==> src/rtl/card_sup_pkg.sv <==
package card_sup_pkg;

  localparam int NUM_FAULTS = 4;

  // Observations from the datapath to the control
  typedef struct packed {
    logic msTick;
    logic rawPresent;
    logic faultAny;
    logic hostHigh;
    logic debExpired;
    logic porExpired;
    logic cardPresent;
  } sup_obs_t;

  // Strobes from the control to the datapath
  typedef struct packed {
    logic debClear;
    logic debStep;
    logic presToggle;
    logic porStep;
  } sup_ctl_t;

endpackage

==> src/rtl/card_sup_datapath.sv <==
module card_sup_datapath
  import card_sup_pkg::*;
#(
  parameter int CLK_PER_MS  = 20000,
  parameter int DEBOUNCE_MS = 8,
  parameter int POR_MS      = 8,
  parameter int SYNC_STAGES = 2
) (
  input  logic                  clk,
  input  logic                  rstN,
  input  logic                  presHiIn,
  input  logic                  presLoIn,
  input  logic [NUM_FAULTS-1:0] faultIn,
  input  logic                  hostCmdIn,
  input  sup_ctl_t              ctl,
  output sup_obs_t              obs
);

  localparam int TICK_W = (CLK_PER_MS > 1) ? $clog2(CLK_PER_MS) : 1;
  localparam int DEB_W  = $clog2(DEBOUNCE_MS + 1);
  localparam int POR_W  = $clog2(POR_MS + 1);
  localparam int SYNC_W = NUM_FAULTS + 3;
  localparam logic [TICK_W-1:0] TICK_MAX = TICK_W'(CLK_PER_MS - 1);
  localparam logic [DEB_W-1:0]  DEB_LIM  = DEB_W'(DEBOUNCE_MS);
  localparam logic [POR_W-1:0]  POR_LIM  = POR_W'(POR_MS);
  // Idle levels: host high, active-low contact high, active-high contact low, no faults
  localparam logic [SYNC_W-1:0] SYNC_IDLE = {1'b1, 1'b1, 1'b0, {NUM_FAULTS{1'b0}}};

  logic [SYNC_W-1:0] syncStage [SYNC_STAGES];
  logic [SYNC_W-1:0] rawBus, syncOut;
  logic [TICK_W-1:0] tickCnt;
  logic [DEB_W-1:0]  debCnt;
  logic [POR_W-1:0]  porCnt;
  logic              presentQ;

  assign rawBus  = {hostCmdIn, presLoIn, presHiIn, faultIn};
  assign syncOut = syncStage[SYNC_STAGES-1];

  always_ff @(posedge clk or negedge rstN) begin
    if (!rstN) begin
      for (int i = 0; i < SYNC_STAGES; i++) syncStage[i] <= SYNC_IDLE;
    end else begin
      syncStage[0] <= rawBus;
      for (int i = 1; i < SYNC_STAGES; i++) syncStage[i] <= syncStage[i-1];
    end
  end

  // Millisecond prescaler
  always_ff @(posedge clk or negedge rstN) begin
    if (!rstN)                  tickCnt <= '0;
    else if (tickCnt == TICK_MAX) tickCnt <= '0;
    else                        tickCnt <= tickCnt + 1'b1;
  end

  always_ff @(posedge clk or negedge rstN) begin
    if (!rstN)                              debCnt <= '0;
    else if (ctl.debClear || ctl.presToggle) debCnt <= '0;
    else if (ctl.debStep)                   debCnt <= debCnt + 1'b1;
  end

  always_ff @(posedge clk or negedge rstN) begin
    if (!rstN)            porCnt <= '0;
    else if (ctl.porStep) porCnt <= porCnt + 1'b1;
  end

  always_ff @(posedge clk or negedge rstN) begin
    if (!rstN)               presentQ <= 1'b0;
    else if (ctl.presToggle) presentQ <= ~presentQ;
  end

  assign obs.msTick      = (tickCnt == TICK_MAX);
  assign obs.rawPresent  = syncOut[NUM_FAULTS] | ~syncOut[NUM_FAULTS+1];
  assign obs.faultAny    = |syncOut[NUM_FAULTS-1:0];
  assign obs.hostHigh    = syncOut[NUM_FAULTS+2];
  assign obs.debExpired  = (debCnt == DEB_LIM);
  assign obs.porExpired  = (porCnt == POR_LIM);
  assign obs.cardPresent = presentQ;

endmodule

==> src/rtl/card_sup_control.sv <==
module card_sup_control
  import card_sup_pkg::*;
(
  input  logic     clk,
  input  logic     rstN,
  input  sup_obs_t obs,
  output sup_ctl_t ctl,
  output logic     faultSticky,
  output logic     alarm
);

  logic mismatch, removal, setSticky, clrSticky;

  always_comb begin
    mismatch       = obs.rawPresent ^ obs.cardPresent;
    ctl.debClear   = ~mismatch;
    ctl.debStep    = mismatch & obs.msTick & ~obs.debExpired;
    ctl.presToggle = mismatch & obs.debExpired;
    ctl.porStep    = obs.msTick & ~obs.porExpired;
    removal        = ctl.presToggle & obs.cardPresent;
    setSticky      = obs.faultAny | removal;
    clrSticky      = obs.cardPresent & obs.hostHigh & ~obs.faultAny;
  end

  // Set wins over clear
  always_ff @(posedge clk or negedge rstN) begin
    if (!rstN)          faultSticky <= 1'b0;
    else if (setSticky) faultSticky <= 1'b1;
    else if (clrSticky) faultSticky <= 1'b0;
  end

  assign alarm = ~obs.porExpired | ~obs.cardPresent | faultSticky;

endmodule

==> src/rtl/card_supervisor.sv <==
module card_supervisor
  import card_sup_pkg::*;
#(
  parameter int CLK_PER_MS  = 20000,
  parameter int DEBOUNCE_MS = 8,
  parameter bit LONG_POR    = 1'b0
) (
  input  logic clk,
  input  logic rstN,
  input  logic presHiIn,
  input  logic presLoIn,
  input  logic fltUnderVolt,
  input  logic fltOverTemp,
  input  logic fltCardSupply,
  input  logic fltPump,
  input  logic hostCmdIn,
  output logic alarm,
  output logic readyOut,
  output logic cardPresent
);

  localparam int POR_MS = LONG_POR ? 16 : 8;

  sup_obs_t obs;
  sup_ctl_t ctl;
  logic     faultSticky;
  logic     alarmInt;

  card_sup_datapath #(
    .CLK_PER_MS (CLK_PER_MS),
    .DEBOUNCE_MS(DEBOUNCE_MS),
    .POR_MS     (POR_MS),
    .SYNC_STAGES(2)
  ) u_dp (
    .clk      (clk),
    .rstN     (rstN),
    .presHiIn (presHiIn),
    .presLoIn (presLoIn),
    .faultIn  ({fltPump, fltCardSupply, fltOverTemp, fltUnderVolt}),
    .hostCmdIn(hostCmdIn),
    .ctl      (ctl),
    .obs      (obs)
  );

  card_sup_control u_ctl (
    .clk        (clk),
    .rstN       (rstN),
    .obs        (obs),
    .ctl        (ctl),
    .faultSticky(faultSticky),
    .alarm      (alarmInt)
  );

  assign alarm       = alarmInt;
  assign readyOut    = ~alarmInt;
  assign cardPresent = obs.cardPresent;

endmodule

==> config.mk <==
export PLATFORM = sky130hd
export DESIGN_NAME = card_supervisor
export DESIGN_NICKNAME = d
export VERILOG_FILES = /design/src/rtl/card_sup_pkg.sv /design/src/rtl/card_sup_datapath.sv /design/src/rtl/card_sup_control.sv /design/src/rtl/card_supervisor.sv
export SDC_FILE = /design/constraint.sdc
export NUM_CORES = 1
export LEC_CHECK = 0
export BUFFER_PORTS_ARGS = -buffer_cell sky130_fd_sc_hd__buf_2
export CAP_MARGIN = 20
export CORE_ASPECT_RATIO = 0.5
export CORE_MARGIN = 1
export CORE_UTILIZATION = 30
export DETAILED_ROUTE_END_ITERATION = 8
export SYNTH_ARGS = -nofsm -noshare
export SYNTH_HDL_FRONTEND = slang
export SYNTH_SLANG_ARGS = --single-unit
==> constraint.sdc <==
create_clock -name clk -period 2 [get_ports clk]
set_input_delay 0.1 -clock clk [delete_from_list [all_inputs] [get_ports clk]]
set_output_delay 0.1 -clock clk [all_outputs]
set_load 0.05 [all_outputs]
==> impl_metrics.csv <==
group,metric,value,unit
yosys,synth_top_area_share,0.536,
drt,drc_errors,0,
timing,setup_viol,0,
pwr,total_power,1.41,mW
timing,fin_crit_sh,0.913,
global_routing,met1_usage,0.115,
setup_path,rr_startpoint,"u_dp.tickCnt[0]",
timing,tightest_slew,815,ps
pwr,p_per_area,712,nW/um2
drt,vias,1007,
yosys,synth_async_sr_flop_share,1.00,
setup_path,cp-end-kind,"flop",
pwr,power_switching,304,uW
clock_network,cts_tree,"built",
finish,antenna_cells,0,
setup_path,crit_required,2180,ps
yosys,synth.distinct_cells,31,
pwr,leakagePower,0.916,nW
global_routing,grt_pass1_vias,969,
flow_run,cap_violations,0,
setup_path,cp-startpoint,"u_dp.tickCnt[0]",
timing,rsz0062_at_grt,"no",
setup_path,cp_top_family,"simple AND/OR/NAND/NOR gates",
global_routing,antenna_found_initial,0,
clock_network,root_buffer,"clkbuf_8",
setup_path,cp_num_cells,6,
clock_network,htree_levels,2,
placed_design,gp_congestion,0.707,
setup_path,worstPathArrival,2010,ps
yosys,synth-main-ff-cell,"dfrtp_1",
worst_hold_path,hold_depth,0,
yosys,syn_avg_cell_area,12.6,um2
drt,wl_per_cell,10.3,um
placed_design,post-dp-hpwl,1.61,mm
yosys,seq_area_frac_synth,0.600,
floorplanning,fp.dieW,106,um
yosys,netlist_instances,130,
yosys,syn_area,1630,um2
global_routing,grt_max_degree,40,
global_routing,top_usage_layer,"met2",
setup_path,crit_chain,"ha_1 -> and4_4 -> and4_1 -> buf_4 -> nand4_1 -> mux2i_1",
setup_path,worstRegToRegCells,6,
timing,slew_headroom,0.457,
pwr,sw_frac_of_total,0.216,
worst_hold_path,min_path_type,"flop to flop",
clock_network,cts.path.max_buffers,2,
setup_path,crit_fanout,7,
setup_path,critPathSlowestCell,"dfrtp_1",
pwr,p_int,1.10,mW
yosys,synth.area.top_cells,"dfrtp_1 (54%), dfstp_2 (6.4%), xnor2_1 (5.4%)",
setup_path,crit_buf_inv,1,
global_routing,overflow,0,
global_routing,grt_pass1_wl,4.13,mm
yosys,synth_edf_count,0,
pwr,vdd_drop_max,0.577,mV
timing,drv_slew,0,
setup_path,max_stage_delay,390,ps
drt,dr.pass1.iters,4,
floorplanning,core,5090,um2
drt,drt-initial-drc-count,62,
pwr,seq_power_share,0.574,
pwr,comb_power_share,0.027,
global_routing,use_met2,0.159,
drt,vias_per_cell,4.38,
timing,min_period,1830,ps
pwr,clkPwrFrac,0.398,
finish,final_common_cell,"dfrtp_1",
timing,tns,0,ps
outcome,outcome,"complete, no violations",
floorplanning,die_h,54.2,um
drt,drt_wl_total,2.37,mm
timing,finClkSkew,5.06,ps
clock_network,cts_buffers,5,
yosys,yosys_register_bits,39,
setup_path,cp-start-kind,"flop",
global_routing,grt.met3_usage,0.0291,
floorplanning,start_util,0.321,
floorplanning,dieArea,5760,um2
clock_network,clk_pin_slew,80,ps
floorplanning,rows,18,
finish,drive_gt1_frac,0.244,
global_routing,grtUsageTotal,0.0979,
clock_network,clk_latency,290,ps
placed_design,io_buffers,11,
yosys,synth_top_cell_by_area,"dfrtp_1",
finish,syn_to_final_growth,21.0,%
setup_path,worstSetupPathType,"flop to flop",
clock_network,cts_sinks,39,
drt,antenna_left,0,
finish,final_cell_mix,"dfrtp_1 (34), nand2_1 (11), xnor2_1 (10), buf_2 (10), nand3_1 (9)",
yosys,yosys_warnings,0,
finish,nets,173,
worst_hold_path,min-delay-start,"u_dp.syncStage[9]",
yosys,synth.net_count,144,
floorplanning,ioPinCount,12,
timing,max_freq,547,MHz
timing,hold_viol_final,0,
[layout make-up]
type	instances	area (um2)
Fill cell	494	3110
Sequential cell	39	982
Multi-Input combinational cell	83	603
Timing Repair Buffer	24	179
Tap cell	70	87.6
Clock buffer	6	82.6
Inverter	6	26.3
Clock inverter	2	16.3
[synthesized netlist by cell type (2+ instances only)]
| cell | instances |
|---|---|
| and3_1 | 3 |
| dfrtp_1 | 35 |
| dfstp_2 | 4 |
| ha_1 | 5 |
| inv_1 | 6 |
| mux2_2 | 2 |
| mux2i_1 | 4 |
| nand2_1 | 11 |
| nand2b_1 | 2 |
| nand3_1 | 9 |
| nand3b_1 | 3 |
| nand4_1 | 4 |
| nor2_1 | 8 |
| nor2b_1 | 2 |
| nor3_1 | 3 |
| nor4_1 | 2 |
| xnor2_1 | 10 |
| xor2_1 | 4 |
[per-layer routing]
metal / share of wire / up-vias
met1: 0.49 / 490
met2: 0.46 / 16
met5: 0 / -
li1: - / 494
met4: 0.029 / 0
met3: 0.023 / 7
[registers in the layout, summed over array words and instances, names as in the netlist]
signal / cells
u_dp.tickCnt: 15
u_dp.syncOut: 7
u_dp.syncStage: 7
u_dp.debCnt: 4
u_dp.porCnt: 4
u_ctl.faultSticky: 1
u_dp.presentQ: 1
[through the flow]
step | util | hold WS [ps] | cell area, um2 | setup slack, ps | std cells
2_1_floorplan | - | -196 | 1640 | 70.3 | 130
3_3_place_gp | 0.350 | 207 | 1780 | 169 | 213
3_5_place_dp | 0.350 | 206 | 1780 | 172 | 213
4_1_cts | 0.388 | 353 | 1970 | 1.09 | 230
5_1_grt | 0.388 | 355 | 1980 | 18.3 | 230
6_report | 0.388 | 352 | 1980 | 173 | 230
[power by group through the flow]
stage | Sequential, mW | Combinational [mW] | Clock, mW
floorplan | 0.823 | 0.00487 | 0
global placement | 0.824 | 0.0283 | 0
detailed placement | 0.824 | 0.0284 | 0
CTS | 0.809 | 0.0400 | 0.580
global route | 0.810 | 0.0444 | 0.609
finish | 0.809 | 0.0387 | 0.561
[kinds of logic after synthesis]
kind of cell,after synthesis,synth area share
AOI/OAI and AO/OA,3,0.0115
xor gates and xnor gates,15,0.0850
adders and majority gates,5,0.0383
buffers and inverters,8,0.0329
DFF,39,0.600
muxes,7,0.0475
and+or+nand+nor,53,0.185
[worst register-to-register path: cells and delay by family (launching register included)]
| kind | cells | cell delay [ps] |
|---|---|---|
| adders and majority gates | 1 | 180 |
| buffers and inverters | 1 | 230 |
| DFF | 1 | 390 |
| muxes | 1 | 140 |
| and+or+nand+nor | 3 | 770 |
[final timing paths]
path | end | slack (ps)
min | u_dp.syncOut[2] | 350
min in group asynchronous | u_dp.syncOut[1] | 440
min reg2reg | u_dp.syncOut[2] | 350
max | u_dp.debCnt[3] | 170
max in group asynchronous | u_dp.presentQ | 1000
max reg2reg | u_dp.debCnt[3] | 170
[timing repair]
item	in CTS	in global routing
endpoints found under the setup margin	2	2
setup buffers	1	0
endpoints found under the hold margin	42	0
gates resized for setup	2	1
hold buffers	8	0
Power figures use the tool's default switching activity.
